--- src/rtl/cseq_pkg.sv ---
package cseq_pkg;
  typedef enum logic [1:0] {
    SQ_IDLE  = 2'd0,
    SQ_RAMP  = 2'd1,
    SQ_LIVE  = 2'd2,
    SQ_DRAIN = 2'd3
  } sq_state_t;

  typedef struct packed {
    logic vcc;
    logic io;
    logic clk;
    logic rst;
    logic act;
  } contact_t;
endpackage

--- src/rtl/cseq_timer.sv ---
module cseq_timer #(
  parameter int CW   = 9,
  parameter int CMAX = 255
) (
  input  logic          clk,
  input  logic          rst_n,
  input  logic          clear,
  output logic [CW-1:0] cnt
);
  localparam logic [CW-1:0] LIMIT = CW'(CMAX);

  always_ff @(posedge clk or negedge rst_n) begin
    if (!rst_n) begin
      cnt <= '0;
    end else if (clear) begin
      cnt <= '0;
    end else if (cnt != LIMIT) begin
      cnt <= cnt + 1'b1;
    end
  end
endmodule

--- src/rtl/cseq_gate.sv ---
module cseq_gate
  import cseq_pkg::*;
(
  input  logic      clk,
  input  logic      rst_n,
  input  sq_state_t state,
  input  logic      start_req,
  input  logic      card_present,
  input  logic      supply_alarm,
  input  logic      vcc_overcur,
  input  logic      rst_overcur,
  input  logic      overheat,
  output logic      accept,
  output logic      stop,
  output logic      emerg
);
  logic lock_q;
  logic fault_any;
  logic in_sess;

  always_comb begin
    fault_any = vcc_overcur | rst_overcur | overheat | supply_alarm | ~card_present;
    in_sess   = (state == SQ_RAMP) || (state == SQ_LIVE);
    emerg     = in_sess && fault_any;
    stop      = in_sess && !start_req && !fault_any;
    accept    = (state == SQ_IDLE) && start_req && card_present && !supply_alarm && !lock_q;
  end

  // A fault shutdown locks out restarts until the request is seen low.
  always_ff @(posedge clk or negedge rst_n) begin
    if (!rst_n) begin
      lock_q <= 1'b0;
    end else if (emerg) begin
      lock_q <= 1'b1;
    end else if (!start_req) begin
      lock_q <= 1'b0;
    end
  end
endmodule

--- src/rtl/cseq_fsm.sv ---
module cseq_fsm
  import cseq_pkg::*;
#(
  parameter int T_CYC = 64,
  parameter int CW    = 9
) (
  input  logic          clk,
  input  logic          rst_n,
  input  logic          accept,
  input  logic          stop,
  input  logic          emerg,
  input  logic [CW-1:0] cnt,
  output sq_state_t     state,
  output contact_t      ct,
  output logic          fault_pulse,
  output logic          done
);
  localparam int HALF = T_CYC / 2;
  localparam logic [CW-1:0] K_VCC_ON  = CW'(3 * HALF - 1);
  localparam logic [CW-1:0] K_IO_ON   = CW'(7 * HALF - 1);
  localparam logic [CW-1:0] K_LIVE    = CW'(4 * T_CYC - 1);
  localparam logic [CW-1:0] K_CLK_OFF = CW'(HALF - 1);
  localparam logic [CW-1:0] K_IO_OFF  = CW'(T_CYC - 1);
  localparam logic [CW-1:0] K_VCC_OFF = CW'(3 * HALF - 1);
  localparam logic [CW-1:0] K_GROUND  = CW'(7 * HALF - 1);

  assign done = (state == SQ_DRAIN) && (cnt == K_GROUND);

  always_ff @(posedge clk or negedge rst_n) begin
    if (!rst_n) begin
      state       <= SQ_IDLE;
      ct          <= '0;
      fault_pulse <= 1'b0;
    end else begin
      fault_pulse <= 1'b0;
      case (state)
        SQ_IDLE: begin
          if (accept) state <= SQ_RAMP;
        end
        SQ_RAMP, SQ_LIVE: begin
          if (emerg || stop) begin
            state       <= SQ_DRAIN;
            ct.rst      <= 1'b0;
            fault_pulse <= emerg;
          end else if (state == SQ_RAMP) begin
            if (cnt == K_VCC_ON) ct.vcc <= 1'b1;
            if (cnt == K_IO_ON)  ct.io  <= 1'b1;
            if (cnt == K_LIVE) begin
              ct.clk <= 1'b1;
              ct.rst <= 1'b1;
              ct.act <= 1'b1;
              state  <= SQ_LIVE;
            end
          end
        end
        SQ_DRAIN: begin
          if (cnt == K_CLK_OFF) ct.clk <= 1'b0;
          if (cnt == K_IO_OFF)  ct.io  <= 1'b0;
          if (cnt == K_VCC_OFF) ct.vcc <= 1'b0;
          if (done) begin
            ct.act <= 1'b0;
            state  <= SQ_IDLE;
          end
        end
        default: state <= SQ_IDLE;
      endcase
    end
  end

  assert_idle_low_R2: assert property (@(posedge clk) disable iff (!rst_n)
    (state == SQ_IDLE) |-> (ct == '0));
  assert_order_io_R3: assert property (@(posedge clk) disable iff (!rst_n)
    ct.io |-> ct.vcc);
  assert_order_clk_R3: assert property (@(posedge clk) disable iff (!rst_n)
    ct.clk |-> ct.io);
  assert_rise_active_R3: assert property (@(posedge clk) disable iff (!rst_n)
    $rose(ct.act) |-> (ct.clk && ct.rst && ct.io && ct.vcc));
  assert_rst_first_R5: assert property (@(posedge clk) disable iff (!rst_n)
    $fell(ct.clk) |-> !ct.rst);
  assert_fault_drain_R7: assert property (@(posedge clk) disable iff (!rst_n)
    fault_pulse |-> (!ct.rst && state == SQ_DRAIN));
  assert_pulse_single_R7: assert property (@(posedge clk) disable iff (!rst_n)
    fault_pulse |=> !fault_pulse);
endmodule

--- src/rtl/cseq_conv.sv ---
module cseq_conv (
  input  logic clk,
  input  logic rst_n,
  input  logic accept,
  input  logic done,
  input  logic idle,
  input  logic other_active,
  output logic conv_en
);
  always_ff @(posedge clk or negedge rst_n) begin
    if (!rst_n) begin
      conv_en <= 1'b0;
    end else if (accept && !other_active) begin
      conv_en <= 1'b1;
    end else if ((done || idle) && !other_active) begin
      conv_en <= 1'b0;
    end
  end

  assert_conv_hold_R6: assert property (@(posedge clk) disable iff (!rst_n)
    (conv_en && other_active) |=> conv_en);
endmodule

--- src/rtl/card_contact_seq.sv ---
module card_contact_seq
  import cseq_pkg::*;
#(
  parameter int T_CYC = 64
) (
  input  logic clk,
  input  logic rst_n,
  input  logic start_req,
  input  logic card_present,
  input  logic supply_alarm,
  input  logic vcc_overcur,
  input  logic rst_overcur,
  input  logic overheat,
  input  logic other_active,
  output logic conv_en,
  output logic vcc_en,
  output logic io_en,
  output logic clk_en,
  output logic rst_en,
  output logic active,
  output logic fault_pulse
);
  localparam int CW = $clog2(4 * T_CYC + 1);

  sq_state_t     state;
  contact_t      ct;
  logic [CW-1:0] cnt;
  logic          accept, stop, emerg, done;

  cseq_gate u_gate (
    .clk(clk), .rst_n(rst_n), .state(state), .start_req(start_req),
    .card_present(card_present), .supply_alarm(supply_alarm),
    .vcc_overcur(vcc_overcur), .rst_overcur(rst_overcur), .overheat(overheat),
    .accept(accept), .stop(stop), .emerg(emerg)
  );

  cseq_timer #(.CW(CW), .CMAX(4 * T_CYC - 1)) u_timer (
    .clk(clk), .rst_n(rst_n), .clear(accept | stop | emerg), .cnt(cnt)
  );

  cseq_fsm #(.T_CYC(T_CYC), .CW(CW)) u_fsm (
    .clk(clk), .rst_n(rst_n), .accept(accept), .stop(stop), .emerg(emerg),
    .cnt(cnt), .state(state), .ct(ct), .fault_pulse(fault_pulse), .done(done)
  );

  cseq_conv u_conv (
    .clk(clk), .rst_n(rst_n), .accept(accept), .done(done),
    .idle(state == SQ_IDLE), .other_active(other_active), .conv_en(conv_en)
  );

  assign vcc_en = ct.vcc;
  assign io_en  = ct.io;
  assign clk_en = ct.clk;
  assign rst_en = ct.rst;
  assign active = ct.act;
endmodule

--- config.mk ---
export PLATFORM = sky130hd
export DESIGN_NAME = card_contact_seq
export DESIGN_NICKNAME = d
export VERILOG_FILES = /design/src/rtl/cseq_pkg.sv /design/src/rtl/cseq_timer.sv /design/src/rtl/cseq_gate.sv /design/src/rtl/cseq_fsm.sv /design/src/rtl/cseq_conv.sv /design/src/rtl/card_contact_seq.sv
export SDC_FILE = /design/constraint.sdc
export NUM_CORES = 1
export LEC_CHECK = 0
export BUFFER_PORTS_ARGS = -buffer_cell sky130_fd_sc_hd__buf_2
export CORE_UTILIZATION = 30
export DETAILED_ROUTE_END_ITERATION = 16
export PLACE_DENSITY = 0.56
export SETUP_SLACK_MARGIN = 0.4
export SLEW_MARGIN = 30
export SYNTH_ARGS = -nofsm -noshare
export SYNTH_HDL_FRONTEND = slang
export SYNTH_SLANG_ARGS = --single-unit
--- constraint.sdc ---
create_clock -name clk -period 3.1 [get_ports clk]
set_clock_uncertainty 0.05 [all_clocks]
set_input_delay 0.155 -clock clk [delete_from_list [all_inputs] [get_ports clk]]
set_output_delay 0.155 -clock clk [all_outputs]
set_load 0.005 [all_outputs]
-- Word-level counts from Yosys, hierarchy flattened
Index checks and enable logic that the tools add are counted.
- logic and storage cells: 98
- output and inout bits: 7
- bits of input ports: 9
- register bits: 19
- bitwise gates (word level): 7
- multiplexer cells: 27
- reduce and logical (&&, ||, !) cells: 31
- equal/unequal tests: 22
- add/sub/neg operators: 1
- operator list (operator ; count):
    5-bit AND reduction ; 4
    9-bit by 8-bit == test with 1-bit output, second input constant ; 2
    9-bit 2-to-1 mux ; 2
    1-bit 2-to-1 mux ; 14
    2-bit by 1-bit inequality test with 1-bit output, second input constant ; 6
    1-bit logical AND ; 10
    2-bit 2-to-1 mux ; 5
    2-bit inequality test, second input constant ; 5
    2-bit nonzero test ; 5
    9-bit by 1-bit adder with 9-bit output, second input constant ; 1
    9-bit by 5-bit == test with 1-bit output, second input constant ; 1
    9-bit by 6-bit == test with 1-bit output, second input constant ; 1
    9-bit by 7-bit == test with 1-bit output, second input constant ; 1
    9-bit by 8-bit inequality test with 1-bit output, second input constant ; 1
    3-bit 2-to-1 mux ; 2
    3-bit by 1-bit inequality test with 1-bit output, second input constant ; 2
    1-bit bitwise OR ; 6
    2-bit one-hot mux with 3 select lines ; 1
    3-bit one-hot mux with 2 select lines ; 1
    1-bit zero test ; 5
    5-bit 2-to-1 mux ; 1
    2-bit == test, second input constant ; 2
    4-bit AND reduction ; 1
    1-bit logical OR ; 3
    6 further kinds ; 6

-- Depth between registers and ports, before layout
- depth in word-level cells: 9
- depth in mapped cells: 10
- depth with buffers taken out: 8

-- Hierarchy
Synthesis repeated with hierarchy kept, for this count alone.
- cells, all modules: 129
- area, all modules: 1208.7 µm²
- by module, submodules not included (module ; instances ; cells an instance ; sequential area each (µm²) ; area an instance (µm²)):
    cseq_fsm ; 1 ; 65 ; 200.2 ; 579.3
    cseq_timer ; 1 ; 45 ; 225.2 ; 462.9
    cseq_gate ; 1 ; 13 ; 25.0 ; 111.4
    cseq_conv ; 1 ; 4 ; 25.0 ; 45.0
    card_contact_seq ; 1 ; 2 ; 0.0 ; 10.0

-- Least setup slack after synthesis
Ideal clock, no wire load.
- path type: flip-flop to flip-flop
- from: register u_timer.cnt[0]
- to: register, netlist name u_fsm.ct[2]
- path buffers: 2
- arrival time: 2217 ps
- data required time: 2927 ps
- stages on the path, launching flop included: 11
- setup slack: 710 ps
- setup time: 123 ps
- clock period less this slack: 2390 ps
- cells stage by stage: dfrtp_1 ha_1 and4_1 clkbuf_2 and4_1 ha_1 buf_2 inv_1 a21o_1 or4_1 o2bb2ai_1
- longest elaborated chain between the ends: 3
- elaborated cells on any way between the ends: 5
- classes of those cells: eq/ne (4); reduce/logical (1)
- RTL lines (item ; RTL line ; text):
    start: declaration ; cseq_timer.sv:8 ; output logic [CW-1:0] cnt
    start signal: assignment ; cseq_timer.sv:18 ; cnt <= cnt + 1'b1;
    9-bit by 5-bit == test with 1-bit output / 9-bit by 8-bit == test with 1-bit output (equally long branches) ; cseq_fsm.sv:57, cseq_fsm.sv:48 ;
    2-bit inequality test (no line) / 2-bit by 1-bit inequality test with 1-bit output (equally long branches) ; - ;
    5-bit AND reduction (no line) * ; - ;
Mark *: on every way between the ends. The rest lies on a longest branch, timed or not.
A chain may end at the register's enable or synchronous reset.

-- Worst setup path in the final report
- from: register u_timer.cnt[0]
- to: register, netlist name u_fsm.ct[2]
- longest elaborated chain between the ends: 3
- elaborated cells on any way between the ends: 5
- classes of those cells: eq/ne (4); reduce/logical (1)
- RTL lines (item ; RTL line):
    9-bit by 5-bit == test with 1-bit output / 9-bit by 8-bit == test with 1-bit output (equally long branches) ; cseq_fsm.sv:57, cseq_fsm.sv:48
    2-bit inequality test (no line) / 2-bit by 1-bit inequality test with 1-bit output (equally long branches) ; -
    5-bit AND reduction (no line) * ; -
Marks and branches as above.

==> impl_metrics.env <==
export IMPL_layout_nets=143
export IMPL_timing_final_crit_share_pct=81.3
export IMPL_drt_iter0_markers=21
export IMPL_clockBufferDepth=2
export IMPL_synth_top_area_share_pct=43.6
export IMPL_netlist_instances=109
export IMPL_clock_sinks=19
export IMPL_cts_tree="built"
export IMPL_outcome="completed"
export IMPL_hold_viol_final=0
export IMPL_drive_above_1_share_pct=19.8
export IMPL_dp_hpwl_mm=1.71
export IMPL_path_clk_slew_ns=0.11
export IMPL_yosysSeqAreaShare_pct=43.6
export IMPL_gp_congestion=0.791
export IMPL_reg2reg_depth=8
export IMPL_ys_flop_type="dfrtp_1"
export IMPL_fin_cells=172
export IMPL_fillers=362
export IMPL_ant_nets=0
export IMPL_n_antenna_cell=0
export IMPL_vias=866
export IMPL_period_minus_slack_ns=2.52
export IMPL_first_pass_iters=4
export IMPL_maxSlewHeadroom_pct=71.7
export IMPL_r2r_end="u_fsm.ct[2]$_DFFE_PN0P_"
export IMPL_routed_wl_mm=2.29
export IMPL_grt_pass1_vias=924
export IMPL_worst_ir_drop_vdd_uv=344
export IMPL_tightestPinTransition_ns=0.425
export IMPL_htreeDepth=1
export IMPL_regArea_um2=475
export IMPL_clk_latency_ns=0.30
export IMPL_vias_per_cell=5.03
export IMPL_power_leakage_nw=0.534
export IMPL_grt_first_pass_wirelength_mm=4.08
export IMPL_worst_setup_path_type="flop to flop"
export IMPL_io_buffers=15
export IMPL_io_pins=16
export IMPL_grt_max_degree=20
export IMPL_post_synth_cell_area_avg_um2=10.0
export IMPL_ys_ff_latch=19
export IMPL_cp_max_fo=8
export IMPL_floorplan_initialDensity_pct=31.9
export IMPL_placed_cells=166
export IMPL_route_detailed_drc=0
export IMPL_worstPathArrival_ns=2.66
export IMPL_start_kind="flop"
export IMPL_synth_area_top_cells="dfrtp_1, ha_1, nor2_1, nand3_1, xor2_1"
export IMPL_wl_per_cell_um=13.3
export IMPL_antenna_found_initial=0
export IMPL_worstPathRequired_ns=3.24
export IMPL_r2r_slack_ns=0.58
export IMPL_cap_violations=0
export IMPL_yosys_cell_count_top_type="dfrtp_1"
export IMPL_multi_input_area_um2=586
export IMPL_crit_path_end_kind="flop"
export IMPL_fmax_mhz=397
export IMPL_async_flop_share_pct=100
export IMPL_fp_row_count=21
export IMPL_critPathLaunch="u_timer.cnt[0]$_DFFE_PN0P_"
export IMPL_netlist_area_um2=1090
export IMPL_grtUsageTotal_pct=13.3
export IMPL_critPathCapture="u_fsm.ct[2]$_DFFE_PN0P_"
export IMPL_die_w_um=62.3
export IMPL_yosys_warnings=0
export IMPL_drv_slew=0
export IMPL_rsz0062_at_grt="false"
export IMPL_core_um2=3420
export IMPL_numCtsBuffers=3
export IMPL_overflow=0
export IMPL_synth_edff_count=0
export IMPL_area_growth_pct=14.9
export IMPL_power_density_nw_per_um2=704
export IMPL_ys_top_cells_by_count="dfrtp_1, nor2_1, ha_1, nand3_1"
export IMPL_clockRootBuffer="clkbuf_4"
export IMPL_yosysTopAreaCell="dfrtp_1"
export IMPL_die_area_um2=3880
export IMPL_syn_num_nets=125
export IMPL_setup_viol=0
export IMPL_fp_dieH_um=62.3
export IMPL_r2r_start="u_timer.cnt[0]$_DFFE_PN0P_"
export IMPL_min_path_type="input port to flop"
export IMPL_setup_tns_ns=0
export IMPL_yosysUniqueCellTypes=38
==> layer usage <==
layer,GRT usage [%],vias to the layer above,part of all wire (%)
met3,4.23,2,4.8
met5,0,-,0
met2,22.0,19,47
li1,-,434,-
met1,17.1,411,48
met4,2.62,0,0.61
==> what timing repair did <==
| item | in CTS | in global routing |
|---|---|---|
| setup buffers | 0 | 1 |
| endpoints found under the hold margin | 19 | 0 |
| hold buffers | 1 | 0 |
| resized for setup | 0 | 2 |
| endpoints found under the setup margin | 0 | 2 |
==> worst min path at each step <==
stage,from,to,slack (ns),depth (start not counted)
2_1_floorplan,rst_n,u_conv.conv_en$_DFFE_PN0P_,-0.19,0
3_3_place_gp,rst_n,u_gate.lock_q$_DFFE_PN0P_,0.07,1
3_5_place_dp,rst_n,u_fsm.fault_pulse$_DFF_PN0_,0.07,1
4_1_cts,other_active,u_conv.conv_en$_DFFE_PN0P_,0.0001,2
5_1_grt,other_active,u_conv.conv_en$_DFFE_PN0P_,0.004,2
6_report,other_active,u_conv.conv_en$_DFFE_PN0P_,0.0007,2
==> sequential cells by signal (all words and copies together), names as in the netlist <==
name and count:
u_timer.cnt 9, u_fsm.fault_pulse 1, u_fsm.ct 5, u_fsm.state 2, u_gate.lock_q 1, u_conv.conv_en 1
==> layout by cell type (no fill, tap or decap), drive strengths merged, types with 2 or more instances in the layout <==
master	count
a21boi	3
a21o	2
a21oi	2
a22o	2
a31oi	2
and4	2
buf	16
clkbuf	3
dfrtp	19
ha	7
inv	4
nand2	5
nand3	7
nand3b	2
nand4	2
nor2	13
nor3	5
o21ai	4
or4	3
xnor2	3
xor2	4
==> cell type report <==
type / instances / area share [%]
Timing Repair Buffer: 17 / 7.39
Clock inverter: 1 / 0.399
Tap cell: 46 / 4.59
Inverter: 4 / 1.20
Clock buffer: 3 / 1.80
Multi-Input combinational cell: 82 / 46.7
Sequential cell: 19 / 37.9
==> power by group <==
group / total (mW) / internal, mW / switching (mW)
combinational: 0.419 / 0.169 / 0.251
clock: 0.127 / 0.0480 / 0.0787
sequential: 0.336 / 0.297 / 0.0386
==> cells by family (layout without fill, tap and decap cells) <==
family	Yosys count	after routing	share of synthesized area [%]
adders and majority gates	7	7	8.03
AOI/OAI and AO/OA	23	23	15.9
buffers and inverters	8	25	3.10
muxes	1	1	0.917
DFF	19	19	43.6
xor gates and xnor gates	7	7	5.62
and+or+nand+nor	44	44	22.8
==> metrics by stage <==
stage          cell area (um^2)  total power, mW  hold WS [ns]  utilization [%]  setup WS (ns)
6_report                   1250            0.882      0.000701             36.7          0.581
5_1_grt                    1250            0.966       0.00440             36.7          0.410
4_1_cts                    1240            0.884      0.000108             36.4          0.414
3_5_place_dp               1200            0.747        0.0707             35.3          0.443
3_3_place_gp               1200            0.739        0.0654             35.3          0.557
2_1_floorplan              1090            0.635        -0.191                -          0.710
==> worst max-delay path, cell delays in order (launching register included) <==
cell	delay (ns)
dfrtp_1	0.41
ha_1	0.17
and4_2	0.32
and4_1	0.21
ha_2	0.26
inv_1	0.11
a21o_1	0.25
or4_1	0.49
o2bb2ai_1	0.14
(Power assumes the default switching activity.)
